===== config.mk =====
export PLATFORM = sky130hd
export DESIGN_NAME = fxmul_unit
export DESIGN_NICKNAME = d
export VERILOG_FILES = /design/src/rtl/fxmul_pkg.sv /design/src/rtl/fxmul_opnd_reg.sv /design/src/rtl/fxmul_core.sv /design/src/rtl/fxmul_pipe.sv /design/src/rtl/fxmul_unit.sv
export SDC_FILE = /design/constraint.sdc
export NUM_CORES = 1
export LEC_CHECK = 0
export ABC_AREA = 1
export CAP_MARGIN = 20
export CORE_MARGIN = 10
export CORE_UTILIZATION = 29
export DETAILED_ROUTE_END_ITERATION = 7
export MAX_ROUTING_LAYER = met4
export PLACE_DENSITY = 0.51
export SETUP_SLACK_MARGIN = 0.05
export SLEW_MARGIN = 20
export SYNTH_ARGS = -nofsm -noshare
export SYNTH_HDL_FRONTEND = slang
export SYNTH_HIERARCHICAL = 1
export SYNTH_SLANG_ARGS = --single-unit

===== constraint.sdc =====
create_clock -name clk -period 5.79 [get_ports clk]
set_input_delay 1.158 -clock clk [delete_from_list [all_inputs] [get_ports clk]]
set_output_delay 1.158 -clock clk [all_outputs]
set_load 0.01 [all_outputs]

===== src/rtl/fxmul_pkg.sv =====
package fxmul_pkg;
   typedef enum logic {
      MODE_INT  = 1'b0,
      MODE_FRAC = 1'b1
   } fxmul_mode_e;

   localparam int unsigned FXMUL_MIN_LATENCY = 2;
endpackage


===== src/rtl/fxmul_opnd_reg.sv =====
module fxmul_opnd_reg #(
   parameter int unsigned WORD_W = 16
) (
   input  logic              clk,
   input  logic              rst_n,
   input  logic              opnd_we,
   input  logic [WORD_W-1:0] opnd_data,
   output logic [WORD_W-1:0] opnd_q,
   output logic [WORD_W-1:0] opnd_eff
);
   always_ff @(posedge clk or negedge rst_n) begin
      if (!rst_n) begin
         opnd_q <= '0;
      end else if (opnd_we) begin
         opnd_q <= opnd_data;
      end
   end

   // same-cycle write reaches the trigger
   assign opnd_eff = opnd_we ? opnd_data : opnd_q;
endmodule


===== src/rtl/fxmul_core.sv =====
module fxmul_core
   import fxmul_pkg::*;
#(
   parameter int unsigned WORD_W = 16,
   parameter int unsigned FRAC_W = 10,
   parameter bit          SAT_EN = 1'b1
) (
   input  logic [WORD_W-1:0] a,
   input  logic [WORD_W-1:0] b,
   input  fxmul_mode_e       mode,
   output logic [WORD_W-1:0] res
);
   localparam int unsigned PROD_W = 2 * WORD_W;
   localparam int unsigned TOP_LO = FRAC_W + WORD_W - 1;
   localparam logic [WORD_W-1:0] POS_MAX = {1'b0, {(WORD_W-1){1'b1}}};
   localparam logic [WORD_W-1:0] NEG_MAX = {1'b1, {(WORD_W-1){1'b0}}};

   logic signed [PROD_W-1:0] prod;
   logic [WORD_W-1:0]        frac_raw;
   logic [WORD_W-1:0]        frac_res;

   assign prod     = $signed(a) * $signed(b);
   assign frac_raw = prod[FRAC_W+WORD_W-1:FRAC_W];

   if (SAT_EN) begin : g_sat
      logic [PROD_W-TOP_LO-1:0] top_bits;
      logic                     ovf;
      assign top_bits = prod[PROD_W-1:TOP_LO];
      assign ovf      = !((&top_bits) || !(|top_bits));
      assign frac_res = ovf ? (prod[PROD_W-1] ? NEG_MAX : POS_MAX) : frac_raw;
   end else begin : g_wrap
      assign frac_res = frac_raw;
   end

   assign res = (mode == MODE_FRAC) ? frac_res : prod[WORD_W-1:0];
endmodule


===== src/rtl/fxmul_pipe.sv =====
module fxmul_pipe #(
   parameter int unsigned W     = 16,
   parameter int unsigned DEPTH = 1
) (
   input  logic         clk,
   input  logic         rst_n,
   input  logic         in_vld,
   input  logic [W-1:0] in_data,
   output logic         out_vld,
   output logic [W-1:0] out_data
);
   logic [DEPTH-1:0] vld_q;
   logic [W-1:0]     dat_q [DEPTH];

   for (genvar i = 0; i < DEPTH; i++) begin : g_stage
      logic         nxt_vld;
      logic [W-1:0] nxt_dat;
      if (i == 0) begin : g_head
         assign nxt_vld = in_vld;
         assign nxt_dat = in_vld ? in_data : '0;
      end else begin : g_body
         assign nxt_vld = vld_q[i-1];
         assign nxt_dat = dat_q[i-1];
      end
      always_ff @(posedge clk or negedge rst_n) begin
         if (!rst_n) begin
            vld_q[i] <= 1'b0;
            dat_q[i] <= '0;
         end else begin
            vld_q[i] <= nxt_vld;
            dat_q[i] <= nxt_dat;
         end
      end
   end

   assign out_vld  = vld_q[DEPTH-1];
   assign out_data = dat_q[DEPTH-1];
endmodule


===== src/rtl/fxmul_unit.sv =====
module fxmul_unit
   import fxmul_pkg::*;
#(
   parameter int unsigned WORD_W  = 16,
   parameter int unsigned FRAC_W  = 10,
   parameter int unsigned LATENCY = 2,
   parameter bit          SAT_EN  = 1'b1
) (
   input  logic              clk,
   input  logic              rst_n,
   input  logic              opnd_we,
   input  logic [WORD_W-1:0] opnd_data,
   input  logic              trig_we,
   input  logic [WORD_W-1:0] trig_data,
   input  logic              trig_frac,
   output logic              res_valid,
   output logic [WORD_W-1:0] res_data
);
   localparam int unsigned TAIL = LATENCY - 1;

   if (WORD_W < 2) begin : g_bad_width
      $error("fxmul_unit: WORD_W must be at least 2");
   end
   if (FRAC_W >= WORD_W) begin : g_bad_frac
      $error("fxmul_unit: FRAC_W must be below WORD_W");
   end
   if (LATENCY < FXMUL_MIN_LATENCY) begin : g_bad_lat
      $error("fxmul_unit: LATENCY below the minimum of two");
   end

   logic [WORD_W-1:0] opnd_q;
   logic [WORD_W-1:0] opnd_eff;
   logic [WORD_W-1:0] s1_a, s1_b;
   fxmul_mode_e       s1_mode;
   logic              s1_vld;
   logic [WORD_W-1:0] core_res;

   fxmul_opnd_reg #(.WORD_W(WORD_W)) u_opnd (
      .clk      (clk),
      .rst_n    (rst_n),
      .opnd_we  (opnd_we),
      .opnd_data(opnd_data),
      .opnd_q   (opnd_q),
      .opnd_eff (opnd_eff)
   );

   // stage 1: capture both operands and the mode on the trigger
   always_ff @(posedge clk or negedge rst_n) begin
      if (!rst_n) begin
         s1_a    <= '0;
         s1_b    <= '0;
         s1_mode <= MODE_INT;
         s1_vld  <= 1'b0;
      end else begin
         s1_vld <= trig_we;
         if (trig_we) begin
            s1_a    <= opnd_eff;
            s1_b    <= trig_data;
            s1_mode <= fxmul_mode_e'(trig_frac);
         end
      end
   end

   fxmul_core #(
      .WORD_W(WORD_W),
      .FRAC_W(FRAC_W),
      .SAT_EN(SAT_EN)
   ) u_core (
      .a   (s1_a),
      .b   (s1_b),
      .mode(s1_mode),
      .res (core_res)
   );

   // remaining stages: product, format and any extra delay
   fxmul_pipe #(.W(WORD_W), .DEPTH(TAIL)) u_pipe (
      .clk     (clk),
      .rst_n   (rst_n),
      .in_vld  (s1_vld),
      .in_data (core_res),
      .out_vld (res_valid),
      .out_data(res_data)
   );
endmodule


======== Yosys cells after proc, flatten, opt, wreduce, memory -nomap -nowiden ========
Index checks and enable logic that the tools add are counted.
word-level totals
  bits of input ports ..................... 37
  register bits after elaboration ......... 67
  word-level logic and storage cells ...... 17
operators by class
  multipliers ............................. 1
  reductions and logical operators ........ 4
  mux-type cells .......................... 5
operators by type and width
  cell                                            number
  16-bit two-way mux                              5
  16-bit by 16-bit multiplier with 32-bit output  1
  7-bit AND reduction                             1
  7-bit OR reduction                              1
  1-bit zero test                                 1
  1-bit logical OR                                1

======== Longest topological paths before layout ========
Gate-level depths: netlist of the first run.
  depth in word-level cells ............... 7
  gate-level depth with buffers ........... 38
  depth with buffers taken out ............ 35

======== Modules after synthesis ========
The synthesis of the first run kept the hierarchy.
by module, submodules not included
  module          area each (µm²)  instances  cells each
  fxmul_core      11322.1          1          1587
  fxmul_unit      1330.0           1          141
  fxmul_opnd_reg  644.4            1          68
  fxmul_pipe      589.3            1          51

======== Worst setup path before layout of the first run ========
Ideal clock, no wire load.
  path kind ............................... register to register
  start ................................... reg s1_a[15]
  end ..................................... reg u_pipe.dat_q (netlist bit u_pipe/out_data[9])
  stages on the path, launching flop included .. 32
  path slack .............................. -386 ps
  arrival time ............................ 6063 ps
  clock period less this slack ............ 6176 ps
  cells stage by stage .................... dfrtp_1 -> clkbuf_1 -> nand2_1 -> inv_1 -> fa_1 -> inv_1 -> fa_1 -> inv_1 -> fa_1 -> fa_1 -> fa_1 -> inv_1 -> fa_1 -> inv_1 -> ha_1 -> nand2_1 -> inv_1 -> nand2_1 -> nand2_1 -> a21oi_1 -> nand4_1 -> nand2_1 -> nand2_1 -> nor2_4 -> nand3_1 -> nand2_2 -> buf_6 -> nand2_1 -> nand2_1 -> nand2_1 -> nand2_2 -> inv_1
on the way
  word-level cells in the longest chain between the ends .. 7
RTL lines
  what                                              RTL line          text
  start, declared                                   fxmul_unit.sv:33  logic [WORD_W-1:0] s1_a, s1_b;
  start signal, assigned                            fxmul_unit.sv:57  s1_a <= opnd_eff;
  16-bit by 16-bit multiplier with 32-bit output *  fxmul_core.sv:22  assign prod = $signed(a) * $signed(b);
  7-bit OR reduction                                fxmul_core.sv:29  assign ovf = !((&top_bits) || !(|top_bits));
  1-bit zero test                                   fxmul_core.sv:29
  1-bit logical OR                                  fxmul_core.sv:29
  16-bit two-way mux *                              fxmul_core.sv:30  assign frac_res = ovf ? (prod[PROD_W-1] ? NEG_MAX : POS_MAX) : frac_raw;
  16-bit two-way mux *                              fxmul_core.sv:35  assign res = (mode == MODE_FRAC) ? frac_res : prod[WORD_W-1:0];
  named net core_res[9]                             fxmul_unit.sv:36  logic [WORD_W-1:0] core_res;
  16-bit two-way mux *                              fxmul_pipe.sv:20  assign nxt_dat = in_vld ? in_data : '0;
  named net u_pipe.g_stage[0].nxt_dat[9]            fxmul_pipe.sv:17  logic [W-1:0] nxt_dat;
  end signal, assigned by index                     fxmul_pipe.sv:31  dat_q[i] <= nxt_dat;
  end, declared                                     fxmul_pipe.sv:13  logic [W-1:0] dat_q [DEPTH];
The timed path passes the listed nets; every way through them passes the cells marked *.
A chain may end at the register's enable or synchronous reset.

======== Final worst setup path of the first run ========
  start ................................... reg s1_a[15]
  end ..................................... reg u_pipe.dat_q (netlist bit u_pipe/out_data[8])
The elaborated chain is that of the path after synthesis.

==> metrics.csv, run 1 <==
metric,value,unit
Crit path largest cell delay,0.59,ns
Clock Tree Buf Depth,2,
RSZ-0062 raised after global routing,true,
Synthesized Nets,2228,
period utilization,1.06,
Setup CP Type,reg -> reg,
Netlist Area Pre-Place,13900,um^2
routed wire length,35700,um
DP Wirelength,30300,um
synthesis-to-layout area growth,23.1,%
clk_lat worst skew,0.37,ns
DRC errors left,0,
number of DRC markers in iteration 0,463,
Die Ht,239,um
routability cong.,0.878,
share of layout cells above drive strength 1,0.186,
yosys warns,6,
post-synthesis area per instance,7.52,um^2
cts bufs inserted,9,
HP Start,u_opnd/opnd_q[4],
worst hold margin,0.476,ns
Max Clock Freq,163,MHz
"Setup violations, final",16,
largest net degree at the start of global routing,68,
synthesized flop and latch total,67,
most frequent CP cell,fa_1,
failing checks,negative setup slack,
cts hold-fix bufs,0,
top-area cell type share of the netlist area,0.378,
fillcell total,4905,
Tot GR Track Use,0.137,
CP max stage cell,fa_1,
sequential fraction of the synthesis area,0.121,
wire per inst,13.6,um
vias in the first global route,12242,
Slew @ Worst Pin,0.903,ns
final setup margin,-0.344,ns
Worst Setup Start Kind,flip-flop,
FF/Latch Area,1690,um^2
synth top area cells,"fa_1, nand2_1, inv_1",
most frequent cells in the layout,"nand2_1, inv_1, fa_1, buf_4, nand2_2",
Critical Path Fanout Max,8,
initial antenna violation count,0,
cell count after synthesis,1847,
Vias,11112,
I/O pin cnt,54,
Unique masters post-synth,31,
cell taking the most area after synthesis,fa_1,
Worst slew margin,0.398,
H-Tree Depth,3,
"Clk pin slew, worst setup/hold paths",0.07,ns
post-layout net count,2378,
CTS Root Cell,clkbuf_16,
core area,47500,um^2
die area,57000,um^2
ANT nets after route,0,
Worst EP required,6.09,ns
min-delay worst type,reg -> reg,
chip width,239,um
Final min period,6.13,ns
Worst Skew,0.0154,ns
outcome,"finished, violations left",
first-pass GRT wire length,60800,um
CP arrival,6.43,ns
placed cell area,16200,um^2
Pre-antenna DRT Iters,5,
Sink Count,67,
CP Capture Type,flip-flop,
final instance area,17100,um^2
row count,80,
reg-to-reg endpoint,u_pipe/out_data[8],
ANT cells,0,
Final Hold Vio Count,0,
RR Startpoint,s1_a[15],
drt via density,4.25,
Initial Utilization,0.292,
FF-to-FF path depth,31,
Hold EP,u_opnd/opnd_q[4],
"leading cell type in the layout, fill and taps excluded",nand2_1,
CTS tree,built,
hold path cells,2,
total grt overflow,0,
multi-input logic area,10400,um^2
crit path from,s1_a[15],
R2R Setup Slk,-0.34,ns
I/O Buffers,53,
"Slew Viols, Final",0,
max cap viols,0,
## synth_stat cells
cell type and n:
buf_6 8, inv_2 1, nand2_4 1, nand3b_1 3, nand4_1 7, nand3_2 4, and2_1 1, nand3b_2 1
nand2_2 46, xor2_1 13, or2_2 5, inv_6 1, buf_12 3, ha_1 82, xnor2_1 5, inv_8 1
o21ai_0 6, nor2_1 36, clkbuf_1 58, buf_4 3, buf_8 1, nand3_1 25, nand2_1 659, nor2_4 1
nor2_2 16, dfrtp_1 67, a21o_1 1, fa_1 262, a21oi_1 20, buf_1 1, inv_1 509
## what timing repair did
item / 4_1_cts / 5_1_grt
pin swaps: 21 / 71
setup endpoints to repair: 16 / 16
resized for setup: 25 / 106
buffers inserted: 4 / 15
hold endpoints to repair: 0 / 0
cloned: 1 / 1
## worst max-delay path, delay by kind of cell (launching register included)
kind / cells / cell delay, ns
AOI/OAI and AO/OA: 2 / 0.37
and+or+nand+nor: 14 / 1.18
DFF: 1 / 0.51
adders and majority gates: 7 / 3.34
buffers and inverters: 8 / 0.64
## cell type report
class / count / share of cell area
Multi-Input combinational cell: 1196 / 0.611
Tap cell: 615 / 0.0450
Inverter: 512 / 0.113
Timing Repair Buffer: 211 / 0.114
Clock buffer: 9 / 0.0132
Sequential cell: 67 / 0.0987
Clock inverter: 7 / 0.00461
## worst max-delay path by stage
| stage | cells after the start | endpoint | slack [ns] |
|---|---|---|---|
| floorplan | 32 | u_pipe/out_data[9] | 0.05 |
| global placement | 32 | u_pipe/out_data[8] | -0.41 |
| detailed placement | 28 | u_pipe/out_data[8] | -0.42 |
| CTS | 29 | u_pipe/out_data[5] | -0.39 |
| global route | 33 | u_pipe/out_data[8] | -0.61 |
| finish | 31 | u_pipe/out_data[8] | -0.34 |
## through the flow
step | std cells | setup WS (ns) | setup TNS, ns | utilization
after floorplan | 1847 | 0.0460 | 0 | -
after detailed placement | 2580 | -0.418 | -5.79 | 0.340
final | 2617 | -0.344 | -4.55 | 0.359
after global placement | 2580 | -0.411 | -5.61 | 0.340
after global routing | 2617 | -0.611 | -9.11 | 0.359
after CTS | 2601 | -0.394 | -5.68 | 0.349
## layer usage
| metal | track usage | wire, um |
|---|---|---|
| met1 | 0.151 | 14800 |
| met4 | 0.0456 | 971 |
| met2 | 0.253 | 19000 |
| met5 | - | 0 |
| met3 | 0.0129 | 923 |
## logic make-up after synthesis
kind of cell	share of synthesized area
flip-flops	0.121
AND/OR/NAND/NOR	0.238
buffers and inverters	0.169
AO/OA/AOI/OAI	0.00991
XOR/XNOR	0.0114
adder cells (fa/ha/maj)	0.452
## flip-flops by register name, summed over array words and instances (netlist names)
signal	flops
u_pipe/out_data	16
s1_b	16
s1_vld	1
u_pipe/out_vld	1
s1_mode	1
s1_a	16
u_opnd/opnd_q	16
Power of run 1 is left out: the tool's default activity adds up to more than one toggle a clock period on the data nets, which glitch-free logic cannot reach.
==> run 2: changes to the inputs <==
Settings changed: PLACE_DENSITY 0.51 to 0.46, SLEW_MARGIN 20 to default.
==> run 2 against run 1 <==
The flow still finishes with violations (negative setup slack). Die area unchanged. Cell count about the same. Register-to-register slack better by 0.03 ns. Critical endpoint unchanged. Routed wire length up 4.5%. Utilization up 0.14 points. Critical path depth down 1.
==> metrics.csv, run 2 (synthesis gave the netlist of run 1 again) <==
metric,value,unit,change
met2 routed WL,19900,um,+4.4%
Sink Count,67,,unchanged
FF/Latch Area,1690,um^2,about the same
multi-input logic area,10400,um^2,about the same
Worst slew margin,0.358,,-0.0407
Worst Setup Start Kind,flip-flop,,
RSZ-0062 raised after global routing,true,,
Worst Skew,0.0242,ns,+0.00879 ns
WL met3,1020,um,+11%
largest net degree at the start of global routing,68,,unchanged
CP Capture Type,flip-flop,,
Crit path largest cell delay,0.63,ns,+0.04 ns
period utilization,1.05,,-0.00450
die area,57000,um^2,unchanged
ANT nets after route,0,,unchanged
"leading cell type in the layout, fill and taps excluded",nand2_1,,
Critical Path Fanout Max,8,,unchanged
synthesis-to-layout area growth,23.6,%,
Tot GR Track Use,0.142,,+0.00517
most frequent cells in the layout,"nand2_1, inv_1, fa_1, buf_4, nand2_2",,
outcome,"finished, violations left",,
wl on met1,15600,um,+5.8%
Clock Tree Buf Depth,2,,unchanged
placed cells,2578,,-0.078%
clk_lat worst skew,0.37,ns,about the same
CTS Root Cell,clkbuf_16,,
cts bufs inserted,9,,unchanged
min-delay worst type,reg -> reg,,
H-Tree Depth,3,,unchanged
DRC errors left,0,,unchanged
vias in the first global route,12181,,-0.50%
wire per inst,14.3,um,+4.6%
"Setup violations, final",16,,unchanged
Vias,11117,,+0.045%
drt via density,4.25,,+0.12%
Pre-antenna DRT Iters,4,,-1
"Clk pin slew, worst setup/hold paths",0.07,ns,about the same
fillcell total,4997,,+1.9%
Final Hold Vio Count,0,,unchanged
final setup margin,-0.318,ns,+0.0260 ns
Slew @ Worst Pin,0.964,ns,+0.0610 ns
routability cong.,0.872,,-0.66%
routed wire length,37300,um,+4.5%
post-layout net count,2376,,-0.084%
Initial Utilization,0.292,,unchanged
max cap viols,0,,unchanged
Final Instance Count excl. Fillers,2615,,-0.076%
row count,80,,unchanged
I/O Buffers,53,,unchanged
Die Ht,239,um,unchanged
CP max stage cell,fa_2,,
Worst EP required,6.03,ns,-0.06 ns
CP arrival,6.35,ns,-0.08 ns
DP Wirelength,31000,um,+2.0%
number of DRC markers in iteration 0,514,,+11%
Setup CP Type,reg -> reg,,
cts hold-fix bufs,0,,unchanged
core area,47500,um^2,unchanged
I/O pin cnt,54,,unchanged
most frequent CP cell,nand2_1,,
initial antenna violation count,0,,unchanged
failing checks,negative setup slack,,
share of layout cells above drive strength 1,0.182,,-0.00431
CTS tree,built,,
Max Clock Freq,164,MHz,+0.43%
ANT cells,0,,unchanged
Setup WS pre-CTS,-0.512,ns,-0.0941 ns
"Slew Viols, Final",0,,unchanged
first-pass GRT wire length,62800,um,+3.3%
total grt overflow,0,,unchanged
highest metal used,met4,,
Final min period,6.11,ns,-0.0260 ns
chip width,239,um,unchanged
==> run 2: changes by cell type in the layout (fill, tap and decap cells not counted), sizes merged <==
| cell | previous run | this run |
|---|---|---|
| buf | 159 | 157 |
| bufinv | 1 | 0 |
| clkbuf | 9 | 10 |
| clkinv | 1 | 5 |
| clkinvlp | 0 | 1 |
| inv | 517 | 512 |
==> run 2: metrics by stage <==
step	area, um^2	util	TNS (ns)	hold WS (ns)
4_1_cts	16700	0.352	-5.08	0.475
3_5_place_dp	16200	0.342	-7.46	0.461
6_report	17200	0.361	-4.55	0.468
5_1_grt	17200	0.361	-9.12	0.500
2_1_floorplan	14100	-	0	0.374
3_3_place_gp	16200	0.342	-8.01	0.457
==> run 2: metal layers <==
layer / up-vias / track usage
met1: 5496 / 0.164
met3: 34 / 0.0119
li1: 5437 / -
met2: 150 / 0.258
met4: 0 / 0.0406
met5: - / -
==> run 2: area by class of cell <==
class / instances / share of cell area
tap: 615 / 0.0448
clock inverter: 6 / 0.00292
sequential: 67 / 0.0982
clock buffer: 10 / 0.0139
multi-input combinational: 1196 / 0.609
timing repair buffer: 209 / 0.118
inverter: 512 / 0.113
==> run 2: timing repair <==
action / CTS / global route
setup endpoints to repair: 16 / 16
pin swaps: 14 / 41
gates cloned: 1 / 1
resized for setup: 34 / 83
buffers inserted: 8 / 11
==> run 2: path summary, 6_finish.rpt <==
check,start,end,slack [ns],cells after the start
max,s1_a[15],u_pipe/out_data[8],-0.32,30
min,u_opnd/opnd_q[1],u_opnd/opnd_q[1],0.47,2
max reg2reg,s1_a[15],u_pipe/out_data[8],-0.32,30
min reg2reg,u_opnd/opnd_q[1],u_opnd/opnd_q[1],0.47,2
max in group asynchronous,rst_n,s1_a[4],4.15,1
min in group asynchronous,rst_n,u_pipe/out_data[5],0.91,1
==> run 2: critical path, delay by kind of cell (launching register included) <==
kind                       cells  cell delay, ns
and+or+nand+nor               13            1.02
buffers and inverters          7            0.55
adders and majority gates      7            3.53
AOI/OAI and AO/OA              3            0.44
DFF                            1            0.43
Power of run 2 is left out for the same reason.
==> run 3: changes to the inputs <==
Settings changed: CAP_MARGIN 20 to 15, PLACE_DENSITY 0.46 to 0.47, SYNTH_HIERARCHICAL 1 to default, TNS_END_PERCENT from default to 10.
==> run 3 against run 2 <==
The flow still finishes with violations (negative setup slack). Worst setup slack better by 0.15 ns. Sequential share of layout area is 0.18 points higher. Utilization is 0.099 points lower. Clock skew is 0.011 ns lower. Non-clock buffer count is 7 lower. Largest cell class unchanged.
==> metrics.csv, run 3 <==
metric,value,unit,change
outcome,"finished, violations left",,
failing checks,negative setup slack,,
routability cong.,0.874,,+0.25%
Sink Count,67,,unchanged
Critical Path Fanout Max,8,,unchanged
I/O Buffers,53,,unchanged
drt via density,4.20,,-1.2%
final instance area,16900,um^2,-1.7%
Die Ht,238,um,-0.26%
most common cell in the netlist,inv_1,,
DRC errors left,0,,unchanged
vias in the first global route,11795,,-3.2%
Worst Skew,0.0128,ns,-0.0114 ns
cell taking the most area after synthesis,fa_1,,
chip width,238,um,-0.26%
placed cell area,16200,um^2,-0.52%
FF/Latch Area,1690,um^2,about the same
Worst EP required,5.99,ns,-0.04 ns
Max Clock Freq,168,MHz,+2.5%
final setup margin,-0.167,ns,+0.151 ns
"leading cell type in the layout, fill and taps excluded",inv_1,,
Netlist Area Pre-Place,13800,um^2,-0.56%
sequential fraction of the synthesis area,0.121,,+0.000678
"Slew Viols, Final",0,,unchanged
fillcell total,4949,,-0.96%
fraction of registers with async set/reset,1.00,,unchanged
core area,46900,um^2,-1.5%
CTS tree,built,,
"Setup violations, final",16,,unchanged
routed wire length,35500,um,-4.9%
Slew @ Worst Pin,1.02,ns,+0.0552 ns
CP arrival,6.16,ns,-0.19 ns
most frequent cells in the layout,"inv_1, nand2_1, fa_1, buf_4, ha_1",,
crit path buf inv count,4,,-3
first-pass GRT wire length,61400,um,-2.2%
"EDFF count, synth",0,,unchanged
Final Hold Vio Count,0,,unchanged
GRT busiest layer,met2,,
die area,56700,um^2,-0.51%
share of layout cells above drive strength 1,0.187,,+0.00541
RSZ-0062 raised after global routing,true,,
wire per inst,14.2,um,-0.53%
I/O pin cnt,54,,unchanged
CTS Root Cell,clkbuf_16,,
most frequent cells after synthesis,"inv_1, nand2_1, fa_1, ha_1, clkbuf_1",,
cts bufs inserted,9,,unchanged
period utilization,1.03,,-0.0261
top-area cell type share of the netlist area,0.380,,+0.00212
min-delay worst type,reg -> reg,,
cts hold-fix bufs,0,,unchanged
max cap viols,0,,unchanged
CP Capture Type,flip-flop,,
RR Startpoint,s1_a[15],,
most frequent CP cell,nand2_1,,
ANT cells,0,,unchanged
crit path from,s1_a[15],,
Tot GR Track Use,0.139,,-0.00309
synth top area cells,"fa_1, inv_1, nand2_1",,
Initial Utilization,0.295,,+0.00267
CP max stage cell,fa_2,,
cell count after synthesis,1749,,-5.3%
met1 Track Usage GR,0.166,,+0.00160
Worst slew margin,0.321,,-0.0368
CP top delay family,adder cells,,
number of DRC markers in iteration 0,488,,-5.1%
clk_lat worst skew,0.37,ns,about the same
synthesized flop and latch total,67,,unchanged
row count,79,,-1.3%
Synthesized Nets,2130,,-4.4%
ANT nets after route,0,,unchanged
multi-input logic area,10300,um^2,-1.4%
GR Util met2,0.250,,-0.00864
Pre-antenna DRT Iters,7,,+3
yosys warns,0,,-6
post-synthesis area per instance,7.89,um^2,+5.0%
Unique masters post-synth,29,,-6.5%
post-layout net count,2270,,-4.5%
Crit path largest cell delay,0.65,ns,+0.02 ns
H-Tree Depth,3,,unchanged
Setup CP Type,reg -> reg,,
M3 GR Usage,0.0128,,+0.000922
synthesis-to-layout area growth,22.1,%,
largest net degree at the start of global routing,68,,unchanged
Vias,10507,,-5.5%
initial antenna violation count,0,,unchanged
Clock Tree Buf Depth,2,,unchanged
Setup WS pre-CTS,-0.330,ns,+0.182 ns
"Clk pin slew, worst setup/hold paths",0.07,ns,about the same
Setup TNS,-2.08,ns,+2.47 ns
total grt overflow,0,,unchanged
Final min period,5.96,ns,-0.151 ns
DP Wirelength,30600,um,-1.1%
Post-synth top flop,dfrtp_1,,
Worst Setup Start Kind,flip-flop,,
HP Start,u_opnd.opnd_q[9],,
-- run 3: cell types whose count changed after synthesis, moves of 8 or more --
cell	before	now
nand2_2	46	35
nor2_1	36	44
a21oi_2	0	10
o21ai_0	6	20
clkbuf_1	58	71
mux2_2	0	41
nand2_1	659	500
-- run 3: final cells by class --
cell class / count / share of cell area
inverters: 508 / 0.113
repair buffers: 202 / 0.111
flip-flops and latches: 67 / 0.100
clock buffers: 9 / 0.0134
well taps: 607 / 0.0450
clock inverters: 7 / 0.00623
multi-input cells: 1101 / 0.611
-- run 3: kinds of logic after synthesis --
group                      synth area share
AOI/OAI and AO/OA                    0.0237
xor gates and xnor gates             0.0127
adders and majority gates             0.454
buffers and inverters                 0.160
DFF                                   0.121
muxes                                0.0334
and+or+nand+nor                       0.194
-- run 3: repair_timing --
item,CTS,global route
setup endpoints to repair,16,16
pin swaps,27,20
gates cloned,2,0
resized for setup,37,32
buffers inserted,7,2
-- run 3: layer usage --
layer | part of all wire | vias up | wire [um]
met5 | 0 | - | 0
met4 | 0.013 | 0 | 459
met3 | 0.017 | 25 | 609
met2 | 0.53 | 99 | 18600
met1 | 0.44 | 5187 | 15700
li1 | - | 5196 | -
-- run 3: final timing paths --
path / end / slack, ns / cells after the start
worst max-delay path: u_pipe.out_data[2] / -0.17 / 27
worst min-delay path: u_opnd.opnd_q[9] / 0.49 / 1
worst max register to register: u_pipe.out_data[2] / -0.17 / 27
worst min register to register: u_opnd.opnd_q[9] / 0.49 / 1
max in group asynchronous: s1_a[14] / 4.21 / 1
min in group asynchronous: s1_a[5] / 0.92 / 1
-- run 3: per-stage QoR --
step,instances,util,hold WS [ns]
3_5_place_dp,2474,0.345,0.484
6_report,2501,0.360,0.494
2_1_floorplan,1749,-,0.434
3_3_place_gp,2474,0.345,0.483
5_1_grt,2501,0.360,0.503
4_1_cts,2499,0.357,0.499
Power of run 3 is left out for the same reason.
